`config.mk`:
```
export PLATFORM = sky130hd
export DESIGN_NAME = asm_count_sys
export DESIGN_NICKNAME = d
export VERILOG_FILES = /design/src/rtl/asm_count_pkg.sv /design/src/rtl/asm_count_ctrl.sv /design/src/rtl/asm_count_dpath.sv /design/src/rtl/asm_count_sys.sv
export SDC_FILE = /design/constraint.sdc
export NUM_CORES = 1
export LEC_CHECK = 0
export BUFFER_PORTS_ARGS = -buffer_cell sky130_fd_sc_hd__clkbuf_2
export CAP_MARGIN = 40
export CORE_AREA = 3 3 40 42
export CTS_BUF_LIST = sky130_fd_sc_hd__clkbuf_4
export DETAILED_ROUTE_END_ITERATION = 10
export DIE_AREA = 0 0 43 45
export SYNTH_ARGS = -nofsm -noshare
export SYNTH_HDL_FRONTEND = slang
export SYNTH_SLANG_ARGS = --single-unit
```
`constraint.sdc`:
```
create_clock -name clk_i -period 1.1 [get_ports clk_i]
set_input_delay 0.11 -clock clk_i [delete_from_list [all_inputs] [get_ports clk_i]]
set_output_delay 0.11 -clock clk_i [all_outputs]
set_load 0.01 [all_outputs]
```
`src/rtl/asm_count_pkg.sv`:
```
package asm_count_pkg;
  typedef enum logic [1:0] {
    ST_IDLE  = 2'b00,
    ST_COUNT = 2'b01,
    ST_FINAL = 2'b11
  } seq_state_e;
endpackage

```
`src/rtl/asm_count_ctrl.sv`:
```
module asm_count_ctrl
  import asm_count_pkg::*;
(
  input  logic clk_i,
  input  logic rst_ni,
  input  logic start_i,
  input  logic stop_i,
  output logic st_idle_o,
  output logic st_count_o,
  output logic st_final_o
);
  seq_state_e state_q, state_d;

  always_comb begin
    case (state_q)
      ST_IDLE:  state_d = start_i ? ST_COUNT : ST_IDLE;
      ST_COUNT: state_d = stop_i ? ST_FINAL : ST_COUNT;
      ST_FINAL: state_d = ST_IDLE;
      default:  state_d = ST_IDLE; // unused code 10 recovers to idle
    endcase
  end

  always_ff @(posedge clk_i or negedge rst_ni) begin
    if (!rst_ni) state_q <= ST_IDLE;
    else         state_q <= state_d;
  end

  assign st_idle_o  = (state_q == ST_IDLE);
  assign st_count_o = (state_q == ST_COUNT);
  assign st_final_o = (state_q == ST_FINAL);

  AST_ONE_STATE: assert property (@(posedge clk_i) disable iff (!rst_ni)
    $countones({st_idle_o, st_count_o, st_final_o}) == 1);
  AST_IDLE_WAIT: assert property (@(posedge clk_i) disable iff (!rst_ni)
    st_idle_o && !start_i |=> st_idle_o);
  AST_FINAL_EXIT: assert property (@(posedge clk_i) disable iff (!rst_ni)
    st_final_o |=> st_idle_o);
  AST_COUNT_HOLD: assert property (@(posedge clk_i) disable iff (!rst_ni)
    st_count_o && !stop_i |=> st_count_o);
endmodule

```
`src/rtl/asm_count_dpath.sv`:
```
module asm_count_dpath #(
  parameter int unsigned           CNT_W     = 4,
  parameter int unsigned           TRACK_IDX = 1,
  parameter logic [CNT_W-1:0]      STOP_MASK = 4'b0110
) (
  input  logic             clk_i,
  input  logic             rst_ni,
  input  logic             start_i,
  input  logic             st_idle_i,
  input  logic             st_count_i,
  input  logic             st_final_i,
  output logic [CNT_W-1:0] count_o,
  output logic             track_o,
  output logic             done_flag_o,
  output logic             stop_o
);
  localparam logic [CNT_W-1:0] CNT_ONE = CNT_W'(1);

  logic [CNT_W-1:0] cnt_q;
  logic             trk_q, fin_q;
  logic             clr_go;

  assign clr_go = st_idle_i && start_i;

  always_ff @(posedge clk_i or negedge rst_ni) begin
    if (!rst_ni) begin
      cnt_q <= '0;
      trk_q <= 1'b0;
      fin_q <= 1'b0;
    end else begin
      if (clr_go) begin
        cnt_q <= '0;
        fin_q <= 1'b0;
      end
      if (st_count_i) begin
        cnt_q <= cnt_q + CNT_ONE;
        trk_q <= cnt_q[TRACK_IDX];
      end
      if (st_final_i) fin_q <= 1'b1;
    end
  end

  assign stop_o      = (cnt_q & STOP_MASK) == STOP_MASK;
  assign count_o     = cnt_q;
  assign track_o     = trk_q;
  assign done_flag_o = fin_q;

  AST_START_CLR: assert property (@(posedge clk_i) disable iff (!rst_ni)
    st_idle_i && start_i |=> count_o == '0 && !done_flag_o && track_o == $past(track_o));
  AST_CNT_STEP: assert property (@(posedge clk_i) disable iff (!rst_ni)
    st_count_i |=> count_o == $past(count_o) + CNT_ONE);
  AST_TRACK_LOAD: assert property (@(posedge clk_i) disable iff (!rst_ni)
    st_count_i |=> track_o == $past(count_o[TRACK_IDX]));
  AST_FINAL_SET: assert property (@(posedge clk_i) disable iff (!rst_ni)
    st_final_i |=> done_flag_o && $stable(count_o) && $stable(track_o));
endmodule

```
`src/rtl/asm_count_sys.sv`:
```
module asm_count_sys #(
  parameter int unsigned      CNT_W     = 4,
  parameter int unsigned      TRACK_IDX = 1,
  parameter logic [CNT_W-1:0] STOP_MASK = 4'b0110
) (
  input  logic             clk_i,
  input  logic             rst_ni,
  input  logic             start_i,
  output logic [CNT_W-1:0] count_o,
  output logic             track_o,
  output logic             done_flag_o,
  output logic             st_idle_o,
  output logic             st_count_o,
  output logic             st_final_o
);
  logic stop;

  asm_count_ctrl u_ctrl (
    .clk_i      (clk_i),
    .rst_ni     (rst_ni),
    .start_i    (start_i),
    .stop_i     (stop),
    .st_idle_o  (st_idle_o),
    .st_count_o (st_count_o),
    .st_final_o (st_final_o)
  );

  asm_count_dpath #(
    .CNT_W     (CNT_W),
    .TRACK_IDX (TRACK_IDX),
    .STOP_MASK (STOP_MASK)
  ) u_dpath (
    .clk_i       (clk_i),
    .rst_ni      (rst_ni),
    .start_i     (start_i),
    .st_idle_i   (st_idle_o),
    .st_count_i  (st_count_o),
    .st_final_i  (st_final_o),
    .count_o     (count_o),
    .track_o     (track_o),
    .done_flag_o (done_flag_o),
    .stop_o      (stop)
  );

  AST_STOP_TAKEN: assert property (@(posedge clk_i) disable iff (!rst_ni)
    st_count_o && count_o[1] && count_o[2] |=> st_final_o);
endmodule

```
Word level (Yosys, flattened, before mapping). Index checks and enable logic that the tools add are counted. W data, S select, Z words.

Add/subtract/negate cells: 1. Equality and inequality tests: 3. Mux-type cells: 7. Reductions and logical operators: 4.

Operators by type and width (number): $mux W4 (2); $add A4 B1 Y4 const B (1); $eq A2 B2 Y1 const B (2); $pmux W2 S2 (1); $reduce_bool A2 Y1 (2); $mux W1 (3); $eq A2 B1 Y1 const B (1); $logic_not A2 Y1 (1); $mux W2 (1); $logic_and A1 B1 Y1 (1).

Register bits after elaboration: 8. Input bits: 3. Word-level logic and storage cells: 19.

Logic depth before layout (Yosys ltp). Gate-level depths: netlist of the first run.

Depth after elaboration: 4. Mapped depth: 4. Gate-level depth less buffers: 4.

Modules after synthesis. A second synthesis of the first run with hierarchy kept.

Cells, all modules: 32. Area total of the unflattened synthesis: 369.1 um^2.

Modules (own cells, without submodules): asm_count_dpath (times used 1, cells an instance 25, area an instance 279.0 um^2, seq. area each 150.1 um^2); asm_count_ctrl (times used 1, cells an instance 7, area an instance 90.1 um^2, seq. area each 50.0 um^2).

Worst setup path before layout of the first run. No wires, ideal clock.

Path type: register -> register. From: register u_dpath.cnt_q[0], in the netlist u_dpath.count_o[0]. To: register u_dpath.cnt_q[2], in the netlist u_dpath.count_o[2]. Setup time: 121 ps. Arrival: 929 ps. Slack: 50 ps. Cell stages (with the launch flop): 5. Path buffers: 0. Cell sequence: dfrtp_1 ha_1 nand2b_1 mux2i_1 a22o_1.

Word-level cells in the longest chain between the ends: 2.

RTL lines: start: declaration (RTL line asm_count_dpath.sv:19) `logic [CNT_W-1:0] cnt_q;`; start signal: assignment (RTL line asm_count_dpath.sv:36) `cnt_q <= cnt_q + CNT_ONE;`; $add A4 B1 Y4 (RTL line asm_count_dpath.sv:36); $mux W4 (RTL line asm_count_dpath.sv:35) `if (st_count_i) begin`.

Every way passes these cells. A chain may end at the register's enable or synchronous reset.

Worst setup path in the final report of the first run.
From: register u_ctrl.state_q[1]. To: output port st_count_o.

Word-level cells in the longest chain between the ends: 1.

RTL lines: start: declaration (RTL line asm_count_ctrl.sv:12) `seq_state_e state_q, state_d;`; start signal: assignment (RTL line asm_count_ctrl.sv:25) `else state_q <= state_d;`; $eq A2 B1 Y1 (RTL line asm_count_ctrl.sv:29) `assign st_count_o = (state_q == ST_COUNT);`; end: declaration (RTL line asm_count_sys.sv:13) `output logic st_count_o,`.

Every way passes these cells.

==> flow_summary.yaml, run 1 <==
cts:
  insertion_delay_ns: 0.26
  numCtsBuffers: 3
  cts_buffer_depth: 2
  root_buffer: "clkbuf_4"
  cts.htree.levels: 1
  cts.sinks: 8
  cts_tree: "yes"
  clk_pin_slew_ns: 0.05
global_routing:
  grt_pass1_vias: 295
  antenna_found_initial: 0
  track_usage: 0.1026
  grt_pass1_wl_um: 1324
  grt_overflow_total: 0
  grt_max_degree: 9
placed_design:
  port_buffers: 11
  place.detailed.hpwl_um: 572.3
  dp_slack_ns: 0.05468
  gp_congestion: 0.7813
yosys:
  synthCells: 33
  synth_top_cell_area_share: 0.5674
  yosys-top-cells-area: "dfrtp_1 57%, nand2_1 5.3%, a22o_1 5.0%, ha_1 3.5%, nand2b_1 3.5%"
  syn_avg_cell_area_um2: 10.69
  synth_cell_type_count: 17
  yosysWarnings: 0
  synth-seq-cells: 8
  ys_seq_area_frac: 0.5674
  synthesis.area_um2: 352.8
  synth_fp_nets: 37
  synth_top_area_cell: "dfrtp_1"
sta:
  drv_slew: 0
  rsz0062_at_grt: "true"
  skew_ns: 0.009717
  hold_viol: 0
  worstMarginPinSlew_ns: 0.2255
  period_share: 0.9925
  clock.fmax_mhz: 915.9
  tns_ns: 0
  fin_ws_ns: 0.008234
  period_minus_slack_ns: 1.092
  max-slew-margin-rel: 0.8496
  hold_ws_ns: 0.1677
  setup_viol: 0
power:
  seq_power_share: 0.333
  switchingPower_w: 0.0006384
  p_per_area_mw_per_mm2: 3221
  power_w: 0.001697
  p_leak_nw: 0.2733
  ir_drop_v: 0.001085
  p_sw_frac: 0.3762
  clock_power_share: 0.137
  internal_power_w: 0.001059
  pwr-share-comb: 0.530
critical_path:
  setup.worst_path.end_class: "output port"
  cp_max_fo: 6
  critical_path_class: "reg -> out"
  worstPathRequired_ns: 0.99
  worstPathArrival_ns: 0.98
  critPathLaunchType: "flop"
die:
  die_area_mm2: 0.001935
  initial_utilization: 0.2746
  row_count: 13
  die-width_um: 43
  ios: 12
  core_area_mm2: 0.001285
  die_h_um: 45
detailed_routing:
  wl_per_cell_um: 12.03
  drtAntennaViolNets: 0
  route.detailed.drc: 0
  routed-wl-met3_um: 81
  met1_length_um: 371
  highest_layer: "met3"
  vias: 308
  met2_length_um: 376
  drt_iter0_drc: 2
  dr.pass1.iters: 4
  via_per_inst: 4.464
  wl_um: 830
layout:
  final_nets: 60
  antenna_cells: 0
  utilization: 0.4099
  final_common_cell: "clkbuf_2"
  areaGrowthSynthToFinish_pct: 49.29
  final_cell_mix: "8 x clkbuf_2, 7 x dfrtp_1, 6 x buf_4, 5 x nand2_1"
  drive_gt1_frac: 0.4815
run:
  maxCapViolCount: 0
min_path:
  min_path_type: "in -> reg"
outcome:
  outcome: "completed"
cells in the mapped netlist:
| cell type | n |
|---|---|
| a21oi_1 | 1 |
| a22o_1 | 2 |
| and2_2 | 1 |
| and3_1 | 1 |
| dfrtp_1 | 8 |
| ha_1 | 1 |
| inv_1 | 1 |
| inv_2 | 1 |
| mux2i_1 | 1 |
| nand2_1 | 5 |
| nand2b_1 | 2 |
| nand2b_2 | 1 |
| nand3_1 | 1 |
| nor2_1 | 3 |
| o21ai_0 | 2 |
| o21bai_2 | 1 |
| xor2_1 | 1 |
flip-flops by register name (all words and copies together), names as in the netlist:
name / cells
u_ctrl.state_q: 2
u_dpath.done_flag_o: 1
u_dpath.count_o: 4
u_dpath.track_o: 1
through the flow:
step	instances	instance area, um2
floorplan	33	352.8
global placement	61	441.7
detailed placement	61	441.7
CTS	68	504.2
global route	69	526.8
finish	69	526.8
power by group through the flow:
| stage | registers [W] | clock network [W] | logic [W] |
|---|---|---|---|
| 2_1_floorplan | 0.000608 | 0 | 0.000363 |
| 3_3_place_gp | 0.000552 | 0 | 0.000706 |
| 3_5_place_dp | 0.000560 | 0 | 0.000718 |
| 4_1_cts | 0.000560 | 0.000240 | 0.000837 |
| 5_1_grt | 0.000583 | 0.000268 | 0.00101 |
| 6_report | 0.000565 | 0.000232 | 0.000900 |
metal layers:
metal,vias up,track usage
met5,-,0
met4,0,0.09036
met3,0,0.05179
met2,13,0.1467
met1,140,0.1117
li1,155,-
cells by family after synthesis:
group	after synthesis	synth area share
buf+inv	2	0.02126
mux	1	0.02837
xor+xnor	1	0.02483
compound gates	6	0.1241
fa+ha+maj	1	0.03546
simple gates	14	0.1986
flops	8	0.5674
repair_timing:
item,CTS,global route
setup buffers,3,1
hold buffers,1,0
setup endpoints to repair,2,7
pin swaps,0,2
resized for setup,3,6
hold endpoints to repair,8,0
worst paths after layout:
| path | to | cells past startpoint | start | slack, ns |
|---|---|---|---|---|
| min in group asynchronous | u_dpath.count_o[2]$_DFFE_PN0P_ | 2 | rst_ni | 0.23 |
| hold / removal | u_ctrl.state_q[0]$_DFF_PN0_ | 3 | start_i | 0.17 |
| hold reg to reg | u_dpath.track_o$_DFFE_PN0P_ | 2 | u_dpath.track_o$_DFFE_PN0P_ | 0.48 |
| setup reg to reg | u_dpath.count_o[1]$_DFFE_PN0P_ | 4 | u_ctrl.state_q[1]$_DFF_PN0_ | 0.06 |
| max in group asynchronous | u_ctrl.state_q[0]$_DFF_PN0_ | 2 | rst_ni | 0.66 |
| setup / recovery | st_count_o | 3 | u_ctrl.state_q[1]$_DFF_PN0_ | 0.008 |
worst max-delay path: stages (launching register included):
cell      delay (ns)
dfrtp_1         0.42
nand2b_4        0.17
inv_2           0.06
buf_6           0.09
final cells by class:
type,count,area (um2)
inverter,2,7.507
fill,132,758.2
timing repair buffer,18,122.6
sequential,8,201.4
clock buffer,3,22.52
tap,15,18.77
multi-input combinational,23,153.9
Note: power is estimated with default switching activity, not from simulation.
==> run 2: changes to the inputs <==
--- a/config.mk
+++ b/config.mk
@@ -5,6 +5,7 @@
 export SDC_FILE = /design/constraint.sdc
 export NUM_CORES = 1
 export LEC_CHECK = 0
+export ABC_AREA = 1
 export BUFFER_PORTS_ARGS = -buffer_cell sky130_fd_sc_hd__clkbuf_2
 export CAP_MARGIN = 40
 export CORE_AREA = 3 3 40 42
==> run 2 against run 1 <==
Combinational power rose by 5.6%. Cell count rose by 10%. Routed wire length fell by 3.7%. Non-clock buffer count fell by 1. Die area unchanged. Clock skew is 0.0078 ns lower. Sequential cell count stayed put. Largest cell class unchanged. Largest power group unchanged.
==> flow_summary.yaml, run 2 <==
layout:
  areaGrowthSynthToFinish_pct: 45.30
  final_common_cell: "nand2_1"
  final_nets: 67
  drive_gt1_frac: 0.5246
  largest_reg_flops: 4
  antenna_cells: 0
  final_cell_mix: "10 x nand2_1, 9 x clkbuf_2, 6 x dfrtp_1, 5 x buf_4"
yosys:
  synth_top_flop_cell: "dfrtp_1"
  synthCells: 41
  syn_avg_cell_area_um2: 9.094
  yosysWarnings: 0
  yosysMostFrequentCell: "nand2_1"
  yosys-top-cells-area: "dfrtp_1 54%, nand2_1 11%, o21ai_2 7.0%, nand3_1 4.0%, inv_1 4.0%"
  synth_common_cells: "11 x nand2_1, 8 x dfrtp_1, 4 x inv_1, 4 x inv_2"
  synth-seq-cells: 8
  synth_cell_type_count: 13
  ys_seq_area_frac: 0.5369
  synth_top_cell_area_share: 0.5369
  async_flop_share: 1.000
  synthesis.area_um2: 372.9
  synth_fp_nets: 45
  synth_edf_count: 0
  synth_top_area_cell: "dfrtp_1"
power:
  p_sw_frac: 0.4165
  internal_power_w: 0.001022
  clock_power_share: 0.128
  power_w: 0.001752
  p_per_area_mw_per_mm2: 3233
  pwr-share-comb: 0.542
  switchingPower_w: 0.0007295
  ir_drop_v: 0.0008986
  p_leak_nw: 0.2871
  seq_power_share: 0.330
detailed_routing:
  drt_iter0_drc: 1
  drtAntennaViolNets: 0
  dr.pass1.iters: 2
  via_per_inst: 4.487
  vias: 341
  wl_per_cell_um: 10.51
  wl_um: 799
  route.detailed.drc: 0
die:
  die_area_mm2: 0.001935
  core_area_mm2: 0.001285
  initial_utilization: 0.2902
  die-width_um: 43
  ios: 12
  die_h_um: 45
  row_count: 13
cts:
  numCtsBuffers: 3
  root_buffer: "clkbuf_4"
  cts_buffer_depth: 2
  clk_pin_slew_ns: 0.05
  cts.htree.levels: 1
  cts_tree: "yes"
  insertion_delay_ns: 0.25
  cts.sinks: 8
global_routing:
  grt_pass1_wl_um: 1352
  grt_max_degree: 9
  track_usage: 0.1041
  antenna_found_initial: 0
  grt_overflow_total: 0
  grt_pass1_vias: 343
critical_path:
  path_buf_inv: 1
  crit_path_cell_trace: "nor2_4, buf_6"
  crit_path_top_delay_cell: "dfrtp_2"
  worst_path_dominant_cell_family: "flip-flops"
  critical_path_class: "reg -> out"
  worstPathRequired_ns: 0.99
  worstPathArrival_ns: 0.94
  setup.worst_path.end_class: "output port"
  cp_max_fo: 4
  slowest_delay_ns: 0.45
  critPathLaunchType: "flop"
sta:
  hold_viol: 0
  tns_ns: 0
  clock.fmax_mhz: 948.7
  rsz0062_at_grt: "true"
  setup_viol: 0
  skew_ns: 0.001954
  worstMarginPinSlew_ns: 0.2057
  hold_ws_ns: 0.1429
  period_minus_slack_ns: 1.054
  period_share: 0.9583
  max-slew-margin-rel: 0.8628
  drv_slew: 0
  fin_ws_ns: 0.04592
run:
  maxCapViolCount: 0
placed_design:
  gp_congestion: 0.7271
  place.detailed.hpwl_um: 572.6
  dp_slack_ns: 0.08970
  port_buffers: 11
min_path:
  min_path_type: "in -> reg"
outcome:
  outcome: "completed"
## run 2: logic make-up after synthesis
logic type,count (synthesis),synth area share
compound gates,5,0.09733
buf+inv,8,0.08051
flops,8,0.5369
simple gates,19,0.2517
fa+ha+maj,1,0.03355
## run 2: what timing repair did
item,in CTS,in global routing
endpoints found under the setup margin,2,3
pin swaps,2,3
buffers inserted,3,0
hold buffers,1,0
hold endpoints to repair,8,0
resized for setup,0,9
## run 2: layout make-up
cell class | count | area (um2)
fillers | 138 | 743.2
flip-flops and latches | 8 | 202.7
inverters | 8 | 30.03
well taps | 15 | 18.77
multi-input cells | 25 | 152.6
clock buffers | 3 | 22.52
repair buffers | 17 | 115.1
## run 2: path summary, 6_finish.rpt
path                                                  from                               to  slack [ns]  cells after the start
hold / removal                                     start_i  u_dpath.done_flag_o$_DFFE_PN0P_        0.14                      4
hold reg to reg            u_dpath.done_flag_o$_DFFE_PN0P_  u_dpath.done_flag_o$_DFFE_PN0P_        0.47                      2
max in group asynchronous                           rst_ni      u_ctrl.state_q[1]$_DFF_PN0_        0.67                      2
min in group asynchronous                           rst_ni   u_dpath.count_o[3]$_DFFE_PN0P_        0.24                      2
setup / recovery               u_ctrl.state_q[1]$_DFF_PN0_                        st_idle_o        0.05                      2
setup reg to reg               u_ctrl.state_q[0]$_DFF_PN0_   u_dpath.count_o[1]$_DFFE_PN0P_        0.08                      4
## run 2: stage by stage
stage / cell area, um2 / instances / utilization
finish: 541.8 / 76 / 0.4216
CTS: 516.7 / 76 / 0.4021
floorplan: 372.9 / 41 / -
global placement: 461.7 / 69 / 0.3593
global route: 541.8 / 76 / 0.4216
detailed placement: 461.7 / 69 / 0.3593
## run 2: worst register-to-register path: cells and delay by family (launching register included)
family / cells / cell delay, ns
flip-flops: 1 / 0.44
buffers and inverters: 2 / 0.22
AO/OA/AOI/OAI: 2 / 0.29
## run 2: layer usage
| metal | vias to the layer above | routed length (um) | track usage |
|---|---|---|---|
| met5 | - | 0 | 0 |
| li1 | 168 | - | - |
| met4 | 0 | 21 | 0.07229 |
| met2 | 10 | 396 | 0.1647 |
| met1 | 159 | 312 | 0.09630 |
| met3 | 4 | 69 | 0.07171 |
## run 2: power by group through the flow
stage / Combinational, W / Sequential, W / Clock, W
after CTS: 0.000907 / 0.000552 / 0.000245
after global placement: 0.000817 / 0.000557 / 0
after floorplan: 0.000441 / 0.000629 / 0
after global routing: 0.00108 / 0.000603 / 0.000267
after detailed placement: 0.000827 / 0.000562 / 0
final: 0.000950 / 0.000577 / 0.000225
==> run 3: changes to the inputs <==
--- a/config.mk
+++ b/config.mk
@@ -8,10 +8,10 @@
 export ABC_AREA = 1
 export BUFFER_PORTS_ARGS = -buffer_cell sky130_fd_sc_hd__clkbuf_2
 export CAP_MARGIN = 40
-export CORE_AREA = 3 3 40 42
+export CORE_AREA = 2 2 39 41
 export CTS_BUF_LIST = sky130_fd_sc_hd__clkbuf_4
 export DETAILED_ROUTE_END_ITERATION = 10
-export DIE_AREA = 0 0 43 45
+export DIE_AREA = 0 0 41 43
 export SYNTH_ARGS = -nofsm -noshare
 export SYNTH_HDL_FRONTEND = slang
 export SYNTH_SLANG_ARGS = --single-unit
==> run 3 against run 2 <==
Total power decreased by 4.6%. Cell count down 1.3%. Routed wire length fell by 11%. Clock skew rose by 0.0055 ns.
==> flow_summary.yaml, run 3 (same netlist as run 2, synthesis figures left out) <==
critical_path:
  critPathLaunchType: "flop"
  slowest_delay_ns: 0.42
  r2r_cells: 4
  crit_path_top_delay_cell: "dfrtp_1"
  r2r-end: "u_dpath.count_o[2]$_DFFE_PN0P_"
  critical_path_class: "reg -> out"
  cp_max_fo: 4
  crit_path_cell_trace: "nand2_1, inv_1, buf_2"
  r2r_slack_ns: 0.08
  r2r_start: "u_dpath.count_o[0]$_DFFE_PN0P_"
  setup.worst_path.end_class: "output port"
  worstPathArrival_ns: 0.95
  worstPathRequired_ns: 0.99
cts:
  numCtsBuffers: 3
  insertion_delay_ns: 0.26
  cts.htree.levels: 1
  cts_tree: "yes"
  clk_pin_slew_ns: 0.06
  cts_buffer_depth: 2
  cts.sinks: 8
  root_buffer: "clkbuf_4"
detailed_routing:
  route.detailed.drc: 0
  vias: 328
  wl_per_cell_um: 9.493
  via_per_inst: 4.373
  wl_um: 712
  drt_iter0_drc: 2
  drtAntennaViolNets: 0
  dr.pass1.iters: 2
power:
  p_per_area_mw_per_mm2: 3256
  p_leak_nw: 0.2765
  power_w: 0.001670
  ir_drop_v: 0.0008010
sta:
  period_minus_slack_ns: 1.060
  hold_viol: 0
  worstMarginPinSlew_ns: 0.2017
  rsz0062_at_grt: "true"
  fin_ws_ns: 0.03952
  hold_ws_ns: 0.1340
  skew_ns: 0.007498
  max-slew-margin-rel: 0.8655
  clock.fmax_mhz: 943.0
  period_share: 0.9641
  drv_slew: 0
  setup_viol: 0
  tns_ns: 0
outcome:
  outcome: "completed"
global_routing:
  grt_max_degree: 9
  antenna_found_initial: 0
  track_usage: 0.09239
  grt_overflow_total: 0
  grt_pass1_vias: 262
  grt_pass1_wl_um: 1035
layout:
  final_cells: 75
  drive_gt1_frac: 0.4746
  largest_reg_flops: 4
  final_common_cell: "nand2_1"
  final_nets: 65
  areaGrowthSynthToFinish_pct: 37.58
  fill_cells: 145
  antenna_cells: 0
  final_cell_mix: "11 x nand2_1, 8 x clkbuf_2, 7 x dfrtp_1, 4 x inv_2, 4 x inv_1"
placed_design:
  gp_congestion: 0.6629
  dp_slack_ns: 0.08450
  port_buffers: 11
  place_inst: 70
  place.detailed.hpwl_um: 566
die:
  die_h_um: 43
  ios: 12
  die_area_mm2: 0.001763
  row_count: 14
  die-width_um: 41
  initial_utilization: 0.2694
  core_area_mm2: 0.001384
min_path:
  min_path_type: "in -> reg"
  hold_depth: 3
  hold-path-endpoint: "u_ctrl.state_q[0]$_DFF_PN0_"
  hold_start: "start_i"
run:
  maxCapViolCount: 0
==> run 3: through the flow <==
step,area [um2],util
after floorplan,372.9,-
after global placement,462.9,0.3345
after detailed placement,462.9,0.3345
after CTS,503.0,0.3635
after global routing,513.0,0.3707
final,513.0,0.3707
==> run 3: worst max-delay path by stage <==
stage,cells past startpoint,to,from,slack (ns)
global placement,4,u_dpath.count_o[2]$_DFFE_PN0P_,u_dpath.count_o[0]$_DFFE_PN0P_,0.12
finish,3,st_final_o,u_ctrl.state_q[0]$_DFF_PN0_,0.04
detailed placement,4,u_dpath.count_o[2]$_DFFE_PN0P_,u_dpath.count_o[0]$_DFFE_PN0P_,0.08
global route,3,st_final_o,u_ctrl.state_q[1]$_DFF_PN0_,-0.003
floorplan,4,u_dpath.count_o[2]$_DFFE_PN0P_,u_dpath.count_o[0]$_DFFE_PN0P_,0.01
CTS,2,st_idle_o,u_ctrl.state_q[1]$_DFF_PN0_,0.001
==> run 3: final cells by class <==
cell class	instances	area [um2]	area share
Sequential cell	8	201.4	0.3927
Multi-Input combinational cell	25	145.1	0.2829
Clock buffer	3	22.52	0.04390
Timing Repair Buffer	15	93.84	0.1829
Inverter	8	30.03	0.05854
Tap cell	16	20.02	0.03902
==> run 3: worst max-delay path: cells and delay by family (launching register included) <==
kind | cells | cell delay, ns
and+or+nand+nor | 1 | 0.11
buffers and inverters | 2 | 0.17
DFF | 1 | 0.42
==> run 3: repair_timing <==
| action | in CTS | in global routing |
|---|---|---|
| hold endpoints to repair | 8 | 0 |
| setup buffers | 1 | 0 |
| hold buffers | 1 | 0 |
| gates resized for setup | 0 | 6 |
| pin swaps | 1 | 1 |
| setup endpoints to repair | 2 | 3 |
==> run 3: layer usage <==
| layer | vias to the layer above | wire length [um] | GRT usage |
|---|---|---|---|
| li1 | 165 | - | - |
| met1 | 148 | 332 | 0.1167 |
| met2 | 12 | 304 | 0.1188 |
| met3 | 3 | 51 | 0.03141 |
| met4 | 0 | 23 | 0.08000 |
| met5 | - | 0 | 0 |
==> run 3: power by group <==
group | switching [W] | leakage [nW] | total [W] | internal (W)
clock network | 0.0000986 | 0.0138 | 0.000223 | 0.000125
registers | 0.000125 | 0.0951 | 0.000566 | 0.000441
logic | 0.000482 | 0.168 | 0.000881 | 0.000399
total | 0.000706 | 0.277 | 0.00167 | 0.000964
